--- config.mk ---
export PLATFORM = sky130hd
export DESIGN_NAME = dma_req_ctrl
export DESIGN_NICKNAME = d
export VERILOG_FILES = /design/src/rtl/dma_req_pkg.sv /design/src/rtl/dma_req_pick.sv /design/src/rtl/dma_req_chan.sv /design/src/rtl/dma_req_ctrl.sv
export SDC_FILE = /design/constraint.sdc
export NUM_CORES = 1
export LEC_CHECK = 0
export BUFFER_PORTS_ARGS = -buffer_cell sky130_fd_sc_hd__buf_2
export CELL_PAD_IN_SITES_DETAIL_PLACEMENT = 2
export CELL_PAD_IN_SITES_GLOBAL_PLACEMENT = 2
export CORE_ASPECT_RATIO = 0.8
export CORE_MARGIN = 8
export CORE_UTILIZATION = 34
export CTS_CLUSTER_SIZE = 28
export DETAILED_ROUTE_END_ITERATION = 7
export HOLD_SLACK_MARGIN = 0.1
export PLACE_DENSITY = 0.84
export SYNTH_ARGS = -nofsm -noshare
export SYNTH_HDL_FRONTEND = slang
export SYNTH_SLANG_ARGS = --single-unit
export TNS_END_PERCENT = 100
--- constraint.sdc ---
create_clock -name clk_i -period 2.6 [get_ports clk_i]
set_input_delay 0.39 -clock clk_i [delete_from_list [all_inputs] [get_ports clk_i]]
set_output_delay 0.39 -clock clk_i [all_outputs]
set_load 0.01 [all_outputs]
--- src/rtl/dma_req_pkg.sv ---
package dma_req_pkg;
  typedef enum logic [1:0] {
    MODE_OFF    = 2'b00,
    MODE_SINGLE = 2'b01,
    MODE_RSVD   = 2'b10,
    MODE_REPEAT = 2'b11
  } dma_mode_e;

  localparam int unsigned SEL_SW_BIT  = 7;
  localparam int unsigned SEL_REQ_BIT = 5;
  localparam int unsigned CH_BASE     = 4;
  localparam int unsigned CH_STRIDE   = 4;
  localparam int unsigned OFS_SEL     = 0;
  localparam int unsigned OFS_CNT     = 1;
  localparam int unsigned OFS_RLD     = 2;

  function automatic logic mode_on(input dma_mode_e m);
    return (m == MODE_SINGLE) || (m == MODE_REPEAT);
  endfunction
endpackage

--- src/rtl/dma_req_pick.sv ---
module dma_req_pick #(
  parameter int unsigned N     = 4,
  parameter int unsigned IDX_W = 2
) (
  input  logic [N-1:0]     req_i,
  output logic             any_o,
  output logic [IDX_W-1:0] idx_o
);
  always_comb begin
    any_o = |req_i;
    idx_o = '0;
    for (int i = N - 1; i >= 0; i--) begin
      if (req_i[i]) idx_o = IDX_W'(i);
    end
  end
endmodule

--- src/rtl/dma_req_chan.sv ---
module dma_req_chan
  import dma_req_pkg::*;
#(
  parameter int unsigned CNT_W  = 16,
  parameter int unsigned SRC_W  = 4,
  parameter int unsigned SETTLE = 6
) (
  input  logic             clk_i,
  input  logic             rst_ni,
  input  logic             mode_wr_i,
  input  logic [1:0]       mode_i,
  input  logic             sel_wr_i,
  input  logic             sel_start_i,
  input  logic [SRC_W-1:0] sel_src_i,
  input  logic             cnt_wr_i,
  input  logic             rld_wr_i,
  input  logic [CNT_W-1:0] wdata_i,
  input  logic             hw_req_i,
  input  logic [SRC_W-1:0] hw_src_i,
  input  logic             take_i,
  input  logic             done_i,
  output logic             ready_o,
  output logic             pend_o,
  output logic [1:0]       mode_o,
  output logic [CNT_W-1:0] cnt_o
);
  localparam int unsigned ST_W = $clog2(SETTLE + 1);

  dma_mode_e        mode_q;
  logic [CNT_W-1:0] cnt_q, rld_q, cnt_dec;
  logic [SRC_W-1:0] src_q;
  logic [ST_W-1:0]  settle_q;
  logic             pend_q, pend_d;
  logic             sw_start, sel_cfg, req_in, accept_ok;

  assign sw_start  = sel_wr_i & sel_start_i;
  assign sel_cfg   = sel_wr_i & ~sel_start_i;
  assign ready_o   = mode_on(mode_q) && (cnt_q != '0);
  assign accept_ok = ready_o && (settle_q == '0);
  assign req_in    = (hw_req_i && (hw_src_i == src_q)) || sw_start;
  assign cnt_dec   = cnt_q - 1'b1;

  always_comb begin
    pend_d = pend_q;
    if (!ready_o)     pend_d = 1'b0;
    else if (req_in)  pend_d = accept_ok;
    else if (take_i)  pend_d = 1'b0;
  end

  always_ff @(posedge clk_i or negedge rst_ni) begin
    if (!rst_ni) pend_q <= 1'b0;
    else         pend_q <= pend_d;
  end

  always_ff @(posedge clk_i or negedge rst_ni) begin
    if (!rst_ni) begin
      settle_q <= '0;
      src_q    <= '0;
    end else if (sel_cfg) begin
      settle_q <= ST_W'(SETTLE);
      src_q    <= sel_src_i;
    end else if (settle_q != '0) begin
      settle_q <= settle_q - 1'b1;
    end
  end

  always_ff @(posedge clk_i or negedge rst_ni) begin
    if (!rst_ni) begin
      mode_q <= MODE_OFF;
      cnt_q  <= '0;
      rld_q  <= '0;
    end else begin
      if (done_i && cnt_q != '0) begin
        if (cnt_dec == '0) begin
          if (mode_q == MODE_REPEAT) cnt_q <= rld_q;
          else begin
            cnt_q  <= '0;
            mode_q <= MODE_OFF;
          end
        end else begin
          cnt_q <= cnt_dec;
        end
      end
      if (cnt_wr_i && mode_q == MODE_OFF) cnt_q <= wdata_i;
      if (rld_wr_i && mode_q == MODE_OFF) rld_q <= wdata_i;
      if (mode_wr_i) mode_q <= dma_mode_e'(mode_i);
    end
  end

  assign pend_o = pend_q;
  assign mode_o = mode_q;
  assign cnt_o  = cnt_q;
endmodule

--- src/rtl/dma_req_ctrl.sv ---
module dma_req_ctrl
  import dma_req_pkg::*;
#(
  parameter int unsigned NUM_CH = 4,
  parameter int unsigned CNT_W  = 16,
  parameter int unsigned SRC_W  = 4,
  parameter int unsigned SETTLE = 6,
  parameter int unsigned ADDR_W = $clog2(CH_BASE + CH_STRIDE * NUM_CH),
  parameter int unsigned CH_W   = (NUM_CH > 1) ? $clog2(NUM_CH) : 1
) (
  input  logic                    clk_i,
  input  logic                    rst_ni,
  input  logic                    wr_en_i,
  input  logic [ADDR_W-1:0]       wr_addr_i,
  input  logic [CNT_W-1:0]        wr_data_i,
  input  logic                    hw_req_i,
  input  logic [SRC_W-1:0]        hw_src_i,
  input  logic                    done_i,
  output logic                    gnt_valid_o,
  output logic [CH_W-1:0]         gnt_ch_o,
  output logic [NUM_CH-1:0]       pending_o,
  output logic [2*NUM_CH-1:0]     mode_o,
  output logic [NUM_CH*CNT_W-1:0] count_o
);
  logic [NUM_CH-1:0] ready, pend, cand, take, fin;
  logic              any_cand;
  logic [CH_W-1:0]   pick;
  logic              busy_q;
  logic [CH_W-1:0]   gnt_ch_q;
  logic              sel_start;

  assign sel_start = wr_data_i[SEL_SW_BIT] & wr_data_i[SEL_REQ_BIT];

  for (genvar c = 0; c < NUM_CH; c++) begin : g_ch
    localparam int unsigned BASE = CH_BASE + CH_STRIDE * c;
    logic mode_hit, sel_hit, cnt_hit, rld_hit;
    assign mode_hit = wr_en_i && (wr_addr_i == ADDR_W'(c / 2));
    assign sel_hit  = wr_en_i && (wr_addr_i == ADDR_W'(BASE + OFS_SEL));
    assign cnt_hit  = wr_en_i && (wr_addr_i == ADDR_W'(BASE + OFS_CNT));
    assign rld_hit  = wr_en_i && (wr_addr_i == ADDR_W'(BASE + OFS_RLD));
    assign take[c]  = ~busy_q & any_cand & (pick == CH_W'(c));
    assign fin[c]   = busy_q & done_i & (gnt_ch_q == CH_W'(c));
    assign cand[c]  = pend[c] & ready[c];

    dma_req_chan #(.CNT_W(CNT_W), .SRC_W(SRC_W), .SETTLE(SETTLE)) u_chan (
      .clk_i      (clk_i),
      .rst_ni     (rst_ni),
      .mode_wr_i  (mode_hit),
      .mode_i     (wr_data_i[2*(c%2) +: 2]),
      .sel_wr_i   (sel_hit),
      .sel_start_i(sel_start),
      .sel_src_i  (wr_data_i[SRC_W-1:0]),
      .cnt_wr_i   (cnt_hit),
      .rld_wr_i   (rld_hit),
      .wdata_i    (wr_data_i),
      .hw_req_i   (hw_req_i),
      .hw_src_i   (hw_src_i),
      .take_i     (take[c]),
      .done_i     (fin[c]),
      .ready_o    (ready[c]),
      .pend_o     (pend[c]),
      .mode_o     (mode_o[2*c +: 2]),
      .cnt_o      (count_o[c*CNT_W +: CNT_W])
    );
  end

  dma_req_pick #(.N(NUM_CH), .IDX_W(CH_W)) u_pick (
    .req_i(cand),
    .any_o(any_cand),
    .idx_o(pick)
  );

  // single outstanding grant; a new one may start the cycle after done
  always_ff @(posedge clk_i or negedge rst_ni) begin
    if (!rst_ni) begin
      busy_q   <= 1'b0;
      gnt_ch_q <= '0;
    end else if (busy_q) begin
      if (done_i) busy_q <= 1'b0;
    end else if (any_cand) begin
      busy_q   <= 1'b1;
      gnt_ch_q <= pick;
    end
  end

  assign gnt_valid_o = busy_q;
  assign gnt_ch_o    = gnt_ch_q;
  assign pending_o   = pend;
endmodule

==> parameters.txt <==
Parameter                              Value

Placement
  Number of port buffers ... 108
  Half-perimeter wire length of the detailed placement result ... 29840 µm
  Post-place setup slack ... -0.05174 ns
  Final Wtd Congestion ... around 0.9

Min path
  Hold Path Sink ... gnt_valid_o
  Worst Hold Launch ... done_i
  Worst hold path class ... primary input to register
  Number of cells on the worst hold path ... 3

Timing
  Final count of hold timing violations ... 0
  Final period util ... 0.9893
  Crit path time final ... 2.572 ns
  Final total negative setup slack ... 0 ns
  Final setup violation count ... 0
  Tightest slew margin relative to the limit ... 0.4583
  Worst slew pin tran ... ~0.81 ns
  Highest clock rate ... between 300 and 400 MHz
  Worst Clk Skew ... 0.009500 ns
  Max-slew violation count ... 0
  Final Worst Setup Slack ... 0.02773 ns
  RSZ-0062 raised after global routing ... true
  Minimum hold slack ... 0.2812 ns

Worst setup path
  Terminus of the critical flop-to-flop path ... g_ch[1].u_chan.cnt_o[9]
  Worst Reg-to-Reg Cells ... 7
  CP arrival ... 2.96 ns
  Classification of the worst setup path ... register to register
  Crit path max fanout ... 8
  Required time of the worst setup path ... around 3 ns
  CP startpoint kind ... register
  Minimum setup slack among reg-to-reg paths ... 0.03 ns
  Worst setup path startpoint ... g_ch[1].u_chan.cnt_o[1]
  Worst r2r src ... g_ch[1].u_chan.cnt_o[1]
  Critical path capture point type ... register

Global routing
  GRT Util Overall ... 0.2391
  Vias in the first global route ... 11138
  Total global routing overflow ... 0
  Wire length of the first global-routing pass ... 66960 µm
  Initial antenna violation count ... 1
  Largest net degree at the start of global routing ... 48

Drt
  Overall via count from detail_route ... 9934
  Total iterations of the first detailed-routing run ... 5
  Via density ... just under 6
  DRC violations left ... 0
  Antenna-violating nets left ... 0
  Total Routed Length ... ~44000 µm
  DRC violation total after the first TritonRoute iteration ... 623
  Routed length per instance ... roughly 26 µm

Outcome
  Run status ... finished clean

Cells and area
  Post-synthesis to final-layout area growth ... 23.25%
  Final core utilization ... 0.4216
  Net count of the finished layout ... 1302
  Layout cells sized above 1 ... 0.3013
  Count of inserted antenna diode cells ... 0
  Filler Cell Count ... 3280

Clocking
  Buffer levels on the longest clock path ... 2
  Clk Latency, worst-skew pair ... 0.45 ns
  H-tree lvl count ... 4
  CTS Root Cell ... sky130_fd_sc_hd__clkbuf_16
  Clock tree from TritonCTS ... done
  Clock transition at the register clock pins on the worst setup and hold paths after CTS ... roughly 0.070 ns
  Count of clock tree sinks ... roughly 170
  Cts bufs inserted ... 17

Logic synthesis
  Synthesized netlist cell count ... roughly 1100
  Number of synthesized flops with an enable pin ... 0
  Most common library cells after synthesis ... sky130_fd_sc_hd__dfrtp_1 (171), sky130_fd_sc_hd__nand2_1 (114), sky130_fd_sc_hd__nor2_1 (73)
  Yosys warning count ... 0
  Cell type with the highest aggregate area in the netlist ... sky130_fd_sc_hd__dfrtp_1
  Dominant cells by area after synthesis ... sky130_fd_sc_hd__dfrtp_1 (42%), sky130_fd_sc_hd__mux2_2 (7.5%), sky130_fd_sc_hd__nand2_1 (4.2%)
  Average cell area after synthesis ... 9.429 µm²
  Summed instance area of the synthesized netlist ... 0.01030 mm²
  Fraction of the yosys area taken by sequential cells ... 0.4156
  Most instantiated library cell after synthesis ... sky130_fd_sc_hd__dfrtp_1
  Synth cell types ... 81
  Synth Flop Type ... sky130_fd_sc_hd__dfrtp_1
  Top-area cell type share of the netlist area ... 0.4156
  Number of register bits inferred by synthesis ... ~170
  Net count of the mapped netlist ... 1138
  Fraction of synthesis flops using an asynchronous set or reset pin ... 1.000

Power and ir drop
  Power density over the cells ... 872.0 mW/mm²
  Highest ir drop seen on vdd ... 0.5482 mV
  Leakage power of the design ... 5.542 nW

Die
  Chip width ... 210.6 µm
  Starting density of the core ... 0.3421
  Core Region ... ~0.030 mm²
  Count of pins on the block boundary ... 109
  Die area ... 0.03614 mm²
  Die boundary height ... 171.6 µm
  Number of placement rows ... 57

Job
  Max Cap Violations ... 0
==> placed cells by master, fill, tap and decap left out, types with 16 or more instances in the layout <==
cell type	n
sky130_fd_sc_hd__nand3_1	28
sky130_fd_sc_hd__clkbuf_16	17
sky130_fd_sc_hd__xnor2_1	36
sky130_fd_sc_hd__a21o_1	16
sky130_fd_sc_hd__a31oi_1	17
sky130_fd_sc_hd__nand2_1	114
sky130_fd_sc_hd__nor3_1	48
sky130_fd_sc_hd__nand4_1	20
sky130_fd_sc_hd__inv_1	35
sky130_fd_sc_hd__a21oi_1	31
sky130_fd_sc_hd__mux2_2	69
sky130_fd_sc_hd__or3_1	19
sky130_fd_sc_hd__buf_2	107
sky130_fd_sc_hd__buf_4	92
sky130_fd_sc_hd__xor2_1	30
sky130_fd_sc_hd__o211ai_1	16
sky130_fd_sc_hd__o21ai_0	47
sky130_fd_sc_hd__dfrtp_1	167
sky130_fd_sc_hd__nor2_1	71
==> state kept, by name, indices dropped and copies added, names as in the netlist <==
name,cells
gnt_ch_o,2
g_ch.u_chan.rld_q,64
g_ch.u_chan.cnt_o,64
g_ch.u_chan.pend_o,4
g_ch.u_chan.mode_o,8
g_ch.u_chan.settle_q,12
g_ch.u_chan.src_q,16
gnt_valid_o,1
==> area by class of cell <==
cell class | instances | area, µm² | share of cell area
sequential | 171 | 4284 | 0.3376
timing repair buffer | 211 | 1404 | 0.1106
tap | 413 | 516.7 | 0.04072
multi-input combinational | 820 | 5788 | 0.4561
clock inverter | 14 | 140.1 | 0.01104
inverter | 35 | 131.4 | 0.01035
clock buffer | 17 | 425.4 | 0.03352
==> repair_timing <==
action | 4_1_cts | 5_1_grt
pin swaps | 1 | 15
resized for setup | 13 | 34
endpoints found under the setup margin | 18 | 58
setup buffers | 2 | 6
hold buffers | 1 | 0
endpoints found under the hold margin | 41 | 0
==> per-stage QoR <==
stage	instance area, µm²	cells	power (W)
5_1_grt	12690	1681	0.01163
4_1_cts	12490	1675	0.01090
3_5_place_dp	11830	1641	0.008087
6_report	12690	1681	0.01107
3_3_place_gp	11830	1641	0.007805
2_1_floorplan	10300	1092	0.006338
==> worst max path at each step <==
stage,to,slack [ns],depth (start not counted)
2_1_floorplan,g_ch[1].u_chan.cnt_o[0],0.001,9
3_3_place_gp,g_ch[3].u_chan.cnt_o[3],0.09,7
3_5_place_dp,g_ch[2].u_chan.cnt_o[6],-0.05,8
4_1_cts,g_ch[2].u_chan.cnt_o[12],-0.02,9
5_1_grt,g_ch[2].u_chan.cnt_o[12],-0.05,9
6_report,g_ch[1].u_chan.cnt_o[9],0.03,7
==> power breakdown <==
part | internal [W] | total, W | leakage, nW | switching, W
sequential | 0.00332 | 0.00414 | 2.15 | 0.000820
clock | 0.00134 | 0.00262 | 0.266 | 0.00128
combinational | 0.00188 | 0.00430 | 3.12 | 0.00242
total | 0.00654 | 0.0111 | 5.54 | 0.00452
==> layer usage <==
layer,wire (µm),up-vias,GRT usage
li1,-,4331,-
met1,19330,5192,0.3069
met2,21060,318,0.3994
met3,2167,91,0.04334
met4,1383,2,0.08931
met5,16,-,0
==> critical path, stage by stage, from the launching register on <==
cell	delay [ns]
sky130_fd_sc_hd__dfrtp_1	0.40
sky130_fd_sc_hd__buf_6	0.15
sky130_fd_sc_hd__or3_1	0.40
sky130_fd_sc_hd__o21ai_0	0.29
sky130_fd_sc_hd__or4bb_4	0.55
sky130_fd_sc_hd__nor4_4	0.34
sky130_fd_sc_hd__buf_6	0.19
sky130_fd_sc_hd__a41o_1	0.19
==> cell families after synthesis <==
family | synth area share
XOR/XNOR | 0.05699
AO/OA/AOI/OAI | 0.1565
AND/OR/NAND/NOR | 0.2272
flip-flops | 0.4156
multiplexers | 0.08324
adder cells (fa/ha/maj) | 0.01944
buffers and inverters | 0.04095
Power figures use the tool's default switching activity.
